===== src/rtl/addr_ring_pkg.sv =====
package addr_ring_pkg;

  typedef enum logic [1:0] {
    PH_FETCH = 2'd0,
    PH_XCH1  = 2'd1,
    PH_DATA  = 2'd2,
    PH_XCH2  = 2'd3
  } phase_e;

  // Sequencer stepping rule: only the fetch phase waits for a start strobe.
  function automatic phase_e phase_after(input phase_e cur, input logic go);
    phase_e nxt;
    case (cur)
      PH_FETCH: nxt = go ? PH_XCH1 : PH_FETCH;
      PH_XCH1:  nxt = PH_DATA;
      PH_DATA:  nxt = PH_XCH2;
      default:  nxt = PH_FETCH;
    endcase
    return nxt;
  endfunction

  // Step added by the ring adder on an exchange.
  function automatic logic exchange_step(input phase_e cur, input logic sel);
    return (cur == PH_XCH1) ? sel : 1'b1;
  endfunction

endpackage


===== src/rtl/ring_phase_seq.sv =====
module ring_phase_seq
  import addr_ring_pkg::*;
(
  input  logic   clk,
  input  logic   rst,
  input  logic   instr_start,
  input  logic   inc_sel,
  input  logic   ld_en,
  output phase_e phase,
  output logic   xch_fire,
  output logic   xch_step,
  output logic   load_fire
);

  always_ff @(posedge clk) begin
    if (rst) phase <= PH_FETCH;
    else     phase <= phase_after(phase, instr_start);
  end

  assign xch_fire  = (phase == PH_XCH1) || (phase == PH_XCH2);
  assign xch_step  = exchange_step(phase, inc_sel);
  assign load_fire = (phase == PH_DATA) && ld_en;

  // the sequence after fetch is fixed.
  a_r2_xch1_to_data: assert property (@(posedge clk) disable iff (rst)
    phase == PH_XCH1 |=> phase == PH_DATA);
  a_r2_data_to_xch2: assert property (@(posedge clk) disable iff (rst)
    phase == PH_DATA |=> phase == PH_XCH2);
  a_r2_xch2_to_fetch: assert property (@(posedge clk) disable iff (rst)
    phase == PH_XCH2 |=> phase == PH_FETCH);
  a_r2_fetch_wait: assert property (@(posedge clk) disable iff (rst)
    (phase == PH_FETCH && !instr_start) |=> phase == PH_FETCH);
  // the strobe is not sampled outside fetch.
  a_r9_start_ignored: assert property (@(posedge clk) disable iff (rst)
    (phase != PH_FETCH && instr_start) |=> phase != PH_XCH1);

endmodule


===== src/rtl/ring_incr.sv =====
module ring_incr #(
  parameter int W = 8
) (
  input  logic [W-1:0] a,
  input  logic         inc,
  output logic [W-1:0] y
);

  logic [W-1:0] carry;
  assign carry[0] = inc;

  // Half-adder chain; the top carry is dropped so the sum wraps.
  for (genvar i = 0; i < W; i++) begin : g_bit
    assign y[i] = a[i] ^ carry[i];
    if (i < W - 1) begin : g_carry
      assign carry[i+1] = a[i] & carry[i];
    end
  end

endmodule


===== src/rtl/ring_regs.sv =====
module ring_regs #(
  parameter int W = 8
) (
  input  logic         clk,
  input  logic         rst,
  input  logic         xch_fire,
  input  logic         xch_step,
  input  logic         load_fire,
  input  logic [W-1:0] ld_data,
  output logic [W-1:0] addr_q
);

  logic [W-1:0] pc_q;
  logic [W-1:0] sum;

  ring_incr #(.W(W)) u_incr (
    .a   (pc_q),
    .inc (xch_step),
    .y   (sum)
  );

  always_ff @(posedge clk) begin
    if (rst) begin
      pc_q   <= '0;
      addr_q <= '0;
    end else if (xch_fire) begin
      addr_q <= sum;
      pc_q   <= addr_q;
    end else if (load_fire) begin
      addr_q <= ld_data;
    end
  end

  // the old address register value lands in the program counter.
  a_r4_swap_back: assert property (@(posedge clk) disable iff (rst)
    xch_fire |=> pc_q == $past(addr_q));
  // a +1 exchange yields the counter plus one, wrapping.
  a_r5_plus_one: assert property (@(posedge clk) disable iff (rst)
    (xch_fire && xch_step) |=> addr_q == W'($past(pc_q) + W'(1)));
  // a +0 exchange passes the counter through unchanged.
  a_r4_plus_zero: assert property (@(posedge clk) disable iff (rst)
    (xch_fire && !xch_step) |=> addr_q == $past(pc_q));
  // an operand load replaces the address.
  a_r6_load: assert property (@(posedge clk) disable iff (rst)
    (load_fire && !xch_fire) |=> addr_q == $past(ld_data));
  // with no exchange and no load both registers hold.
  a_r3_hold: assert property (@(posedge clk) disable iff (rst)
    (!xch_fire && !load_fire) |=> ($stable(addr_q) && $stable(pc_q)));

endmodule


===== src/rtl/rotating_addr_pair.sv =====
module rotating_addr_pair
  import addr_ring_pkg::*;
#(
  parameter int W = 8
) (
  input  logic         clk,
  input  logic         rst,
  input  logic         instr_start,
  input  logic         inc_sel,
  input  logic         ld_en,
  input  logic [W-1:0] ld_data,
  output logic [W-1:0] mem_addr,
  output logic [1:0]   phase
);

  phase_e ph;
  logic   xch_fire;
  logic   xch_step;
  logic   load_fire;

  ring_phase_seq u_seq (
    .clk         (clk),
    .rst         (rst),
    .instr_start (instr_start),
    .inc_sel     (inc_sel),
    .ld_en       (ld_en),
    .phase       (ph),
    .xch_fire    (xch_fire),
    .xch_step    (xch_step),
    .load_fire   (load_fire)
  );

  ring_regs #(.W(W)) u_regs (
    .clk       (clk),
    .rst       (rst),
    .xch_fire  (xch_fire),
    .xch_step  (xch_step),
    .load_fire (load_fire),
    .ld_data   (ld_data),
    .addr_q    (mem_addr)
  );

  assign phase = ph;

  // reset leaves address 0 at fetch.
  a_r1_reset_zero: assert property (@(posedge clk)
    rst |=> (mem_addr == '0 && phase == 2'd0));
  // the fetch address survives into the first exchange phase.
  a_r3_fetch_held: assert property (@(posedge clk) disable iff (rst)
    phase == 2'd0 |=> $stable(mem_addr));
  // a load request outside the data phase changes nothing.
  a_r6_ld_ignored: assert property (@(posedge clk) disable iff (rst)
    (phase == 2'd0 && ld_en) |=> $stable(mem_addr));

endmodule


===== config.mk =====
export PLATFORM = sky130hd
export DESIGN_NAME = rotating_addr_pair
export DESIGN_NICKNAME = d
export VERILOG_FILES = /design/src/rtl/addr_ring_pkg.sv /design/src/rtl/ring_phase_seq.sv /design/src/rtl/ring_incr.sv /design/src/rtl/ring_regs.sv /design/src/rtl/rotating_addr_pair.sv
export SDC_FILE = /design/constraint.sdc
export NUM_CORES = 1
export LEC_CHECK = 0
export CORE_ASPECT_RATIO = 0.8
export CORE_UTILIZATION = 47
export CTS_CLUSTER_DIAMETER = 80
export DETAILED_ROUTE_END_ITERATION = 16
export HOLD_SLACK_MARGIN = 0.05
export PLACE_DENSITY = 0.88
export SLEW_MARGIN = 20
export SYNTH_ARGS = -nofsm -noshare
export SYNTH_HDL_FRONTEND = slang
export SYNTH_SLANG_ARGS = --single-unit

===== constraint.sdc =====
create_clock -name clk -period 2.83 [get_ports clk]
set_input_delay 0.283 -clock clk [delete_from_list [all_inputs] [get_ports clk]]
set_output_delay 0.283 -clock clk [all_outputs]
set_load 0.02 [all_outputs]

==> results of run 1 <==
## layer usage
metal / share of wire / wire (um) / GRT usage
met5: 0 / 0 / 0
met1: 0.46 / 831 / 0.2235
met4: 0.0078 / 14 / 0.03243
met2: 0.48 / 864 / 0.3351
met3: 0.049 / 89 / 0.06960
## logic make-up (layout without fill, tap and decap cells)
group | Yosys count | count (layout)
buffers and inverters | 9 | 29
flip-flops | 18 | 18
AND/OR/NAND/NOR | 44 | 44
XOR/XNOR | 1 | 1
adder cells (fa/ha/maj) | 11 | 11
AO/OA/AOI/OAI | 19 | 19
## final cells by class
class,count,area [um2],share of cell area
multi-input cells,75,500.5,0.4329
flip-flops and latches,18,360.3,0.3117
repair buffers,22,220.2,0.1905
clock buffers,4,36.28,0.03139
well taps,22,27.53,0.02381
inverters,3,11.26,0.009740
## state kept, by name (all words and copies together) (netlist names)
name           count
u_regs.addr_q      8
u_regs.pc_q        8
u_seq.phase        2
## how the worst max path moves through the flow
stage,start,endpoint,cells after the start
2_1_floorplan,u_seq.phase[0],u_regs.addr_q[7],12
3_5_place_dp,inc_sel,u_regs.addr_q[7],12
3_3_place_gp,inc_sel,u_regs.addr_q[7],12
5_1_grt,u_seq.phase[1],u_regs.addr_q[7],13
6_report,u_seq.phase[1],u_regs.addr_q[7],13
4_1_cts,u_seq.phase[1],u_regs.addr_q[7],13
## synth_stat cells (all sizes together)
cell / instances / area, um2
a31oi: 1 / 6.260
or2: 1 / 6.260
a311oi: 7 / 105.1
clkbuf: 1 / 3.750
nand2b: 1 / 6.260
nand3: 1 / 5.000
xor2: 1 / 8.760
a2bb2oi: 1 / 8.760
ha: 11 / 137.6
buf: 5 / 42.53
nor2: 9 / 36.29
dfxtp: 18 / 360.4
a211o: 1 / 10.01
a21oi: 9 / 45.04
inv: 3 / 11.26
nor2b: 2 / 12.51
nand2: 30 / 112.6
## worst register-to-register path, stage by stage, from the launching register on
cell       delay, ns
dfxtp_1         0.36
inv_1           0.12
ha_1            0.23
nand2b_1        0.08
ha_1            0.18
ha_1            0.18
ha_1            0.18
ha_1            0.18
ha_1            0.18
ha_1            0.18
ha_1            0.19
xor2_1          0.15
a2bb2oi_1       0.15
a21oi_1         0.08
## metrics by stage
step	power [mW]	cells	cell area, um2	utilization
after global placement	0.7293	140	1120	0.6495
after CTS	0.8986	144	1156	0.6705
after floorplan	0.6331	102	918.4	-
final	0.8959	144	1156	0.6705
after detailed placement	0.7436	140	1120	0.6495
after global routing	0.9531	144	1156	0.6705
## cells in the final DEF (no fill, tap or decap)
cell type | Yosys | routed
a211o_2 | 1 | 1
a21oi_1 | 9 | 9
a2bb2oi_1 | 1 | 1
a311oi_2 | 7 | 7
a31oi_1 | 1 | 1
clkbuf_4 | 0 | 3
clkbuf_8 | 0 | 1
clkdlybuf4s50_1 | 0 | 22
dfxtp_1 | 18 | 18
ha_1 | 11 | 11
inv_1 | 3 | 3
nand2_1 | 30 | 30
nand2b_1 | 1 | 1
nand3_1 | 1 | 1
nor2_1 | 8 | 8
nor2_2 | 1 | 1
nor2b_1 | 2 | 2
or2_1 | 1 | 1
xor2_1 | 1 | 1
## power groups by stage
stage	clock network, mW	registers [mW]	logic (mW)
after floorplan	0	0.399	0.234
after global placement	0	0.351	0.379
after detailed placement	0	0.354	0.390
after CTS	0.158	0.348	0.392
after global routing	0.171	0.357	0.425
final	0.159	0.348	0.389
==> qor.yml, run 1 <==
ctsHoldBuffers: 0
vdd_drop_max_mv: 0.3966
ys_ff_latch: 18
syn_to_final_growth_pct: 25.89
ios: 23
cp.arrival_ns: 2.73
layout-drive-gt1-share: 0.1066
fmaxAchievable_mhz: 388.4
sw_frac_of_total: 0.3792
initial_core_util: 0.5327
seq_area_frac_synth: 0.3924
reg2reg_slack_ns: 0.26
die_y_um: 41.54
power.share.clock: 0.177
synth_fa_ha_area_frac: 0.1499
critPathKind: "flop to flop"
p_int_uw: 556.1
path_clk_slew_ns: 0.10
wirelength_mm: 1.800
tns_ns: 0
fp.dieW_um: 51.42
p_per_area_mw_per_mm2: 774.9
critPathMaxStageDelay_ns: 0.36
clkLatencyLatePin_ns: 0.29
gp_congestion: 0.7175
antenna_found_initial: 0
drt_iter0_markers: 13
final_antenna_net_count: 0
drc: 0
cts_inserted_buffers: 3
syn_area_um2: 918.4
finalClockSkew_ns: 0.002371
vias: 755
place_ws_ns: 0.2115
rows: 13
grt_max_degree: 19
finalHoldViolations: 0
r2r-end: "u_regs.addr_q[7]"
relSlewSlack: 0.4933
muxShareOfSynthArea: 0
finalSetupViolCount: 0
holdPathEnd: "u_regs.pc_q[3]"
cp-end-kind: "flop"
clockBufferDepth: 2
n_antenna_cell: 0
synth_top_family_by_area: "simple AND/OR/NAND/NOR gates"
yosysWarnings: 0
critPathBufInv: 1
grt_pass1_wl_mm: 3.077
tritoncts: "done"
postCtsSetupBuffers: 0
rsz0062_at_grt: "no"
coreArea_mm2: 0.001724
switchingPower_uw: 339.8
htreeDepth: 1
synth_compound_area_frac: 0.1907
fill_cells: 144
dp_hpwl_mm: 1.368
max_cap_viol_count: 0
wl_per_cell_um: 12.50
drv_slew: 0
p_leak_nw: 0.4662
track_usage: 0.1914
via_per_inst: 5.243
cts_root_buf: "clkbuf_4"
synth_nets: 126
setup_ws_ns: 0.2552
status: "finished clean"
hold_class: "flop to flop"
port_buffers: 22
fin_crit_sh: 0.9098
yosys.area_share.xor_xnor: 0.009537
seq_power_share: 0.389
period_needed_ns: 2.575
path_common_cell: "ha_1"
min-delay-start: "u_regs.pc_q[3]"
overflow: 0
cp_cell_sequence: "inv_1 > ha_1 > nand2b_1 > ha_1 > ha_1 > ha_1 > ha_1 > ha_1 > ha_1 > ha_1 > xor2_1 > a2bb2oi_1 > a21oi_1"
ctsResizeCount: 0
critical_path.startpoint_type: "flop"
worstMarginPinSlew_ns: 0.7576
reg2reg_depth: 13
crit_required_ns: 2.98
fin_nets: 147
p_comb_frac: 0.434
cts_num_sinks: 18
syn_avg_cell_area_um2: 9.004
die_area_mm2: 0.002136
synth_cell_types: 20
cp_max_fo: 5
yosys.area_share.simple: 0.1948
first_pass_iters: 4
rr_startpoint: "u_seq.phase[1]"
cp_top_family: "adder cells"
grt_pass1_vias: 730
synthCells: 102
slowest_stage: "dfxtp_1"
hold_path_depth: 2
hold_ws_ns: 0.4681
Note: power is estimated with default switching activity, not from simulation.
==> run 2, diff against run 1 <==
--- a/config.mk
+++ b/config.mk
@@ -9,6 +9,7 @@
 export CORE_UTILIZATION = 47
 export CTS_CLUSTER_DIAMETER = 80
 export DETAILED_ROUTE_END_ITERATION = 16
+export GPL_ROUTABILITY_DRIVEN = 1
 export HOLD_SLACK_MARGIN = 0.05
 export PLACE_DENSITY = 0.88
 export SLEW_MARGIN = 20
==> results of run 2 <==
No change in the layout: final DEF, timing and power equal those of run 1.
==> run 3, diff against run 2 <==
--- a/config.mk
+++ b/config.mk
@@ -5,6 +5,7 @@
 export SDC_FILE = /design/constraint.sdc
 export NUM_CORES = 1
 export LEC_CHECK = 0
+export ABC_CLOCK_PERIOD_IN_PS = 2830
 export CORE_ASPECT_RATIO = 0.8
 export CORE_UTILIZATION = 47
 export CTS_CLUSTER_DIAMETER = 80
==> results of run 3 <==
No change in the layout: final DEF, timing and power equal those of run 1.
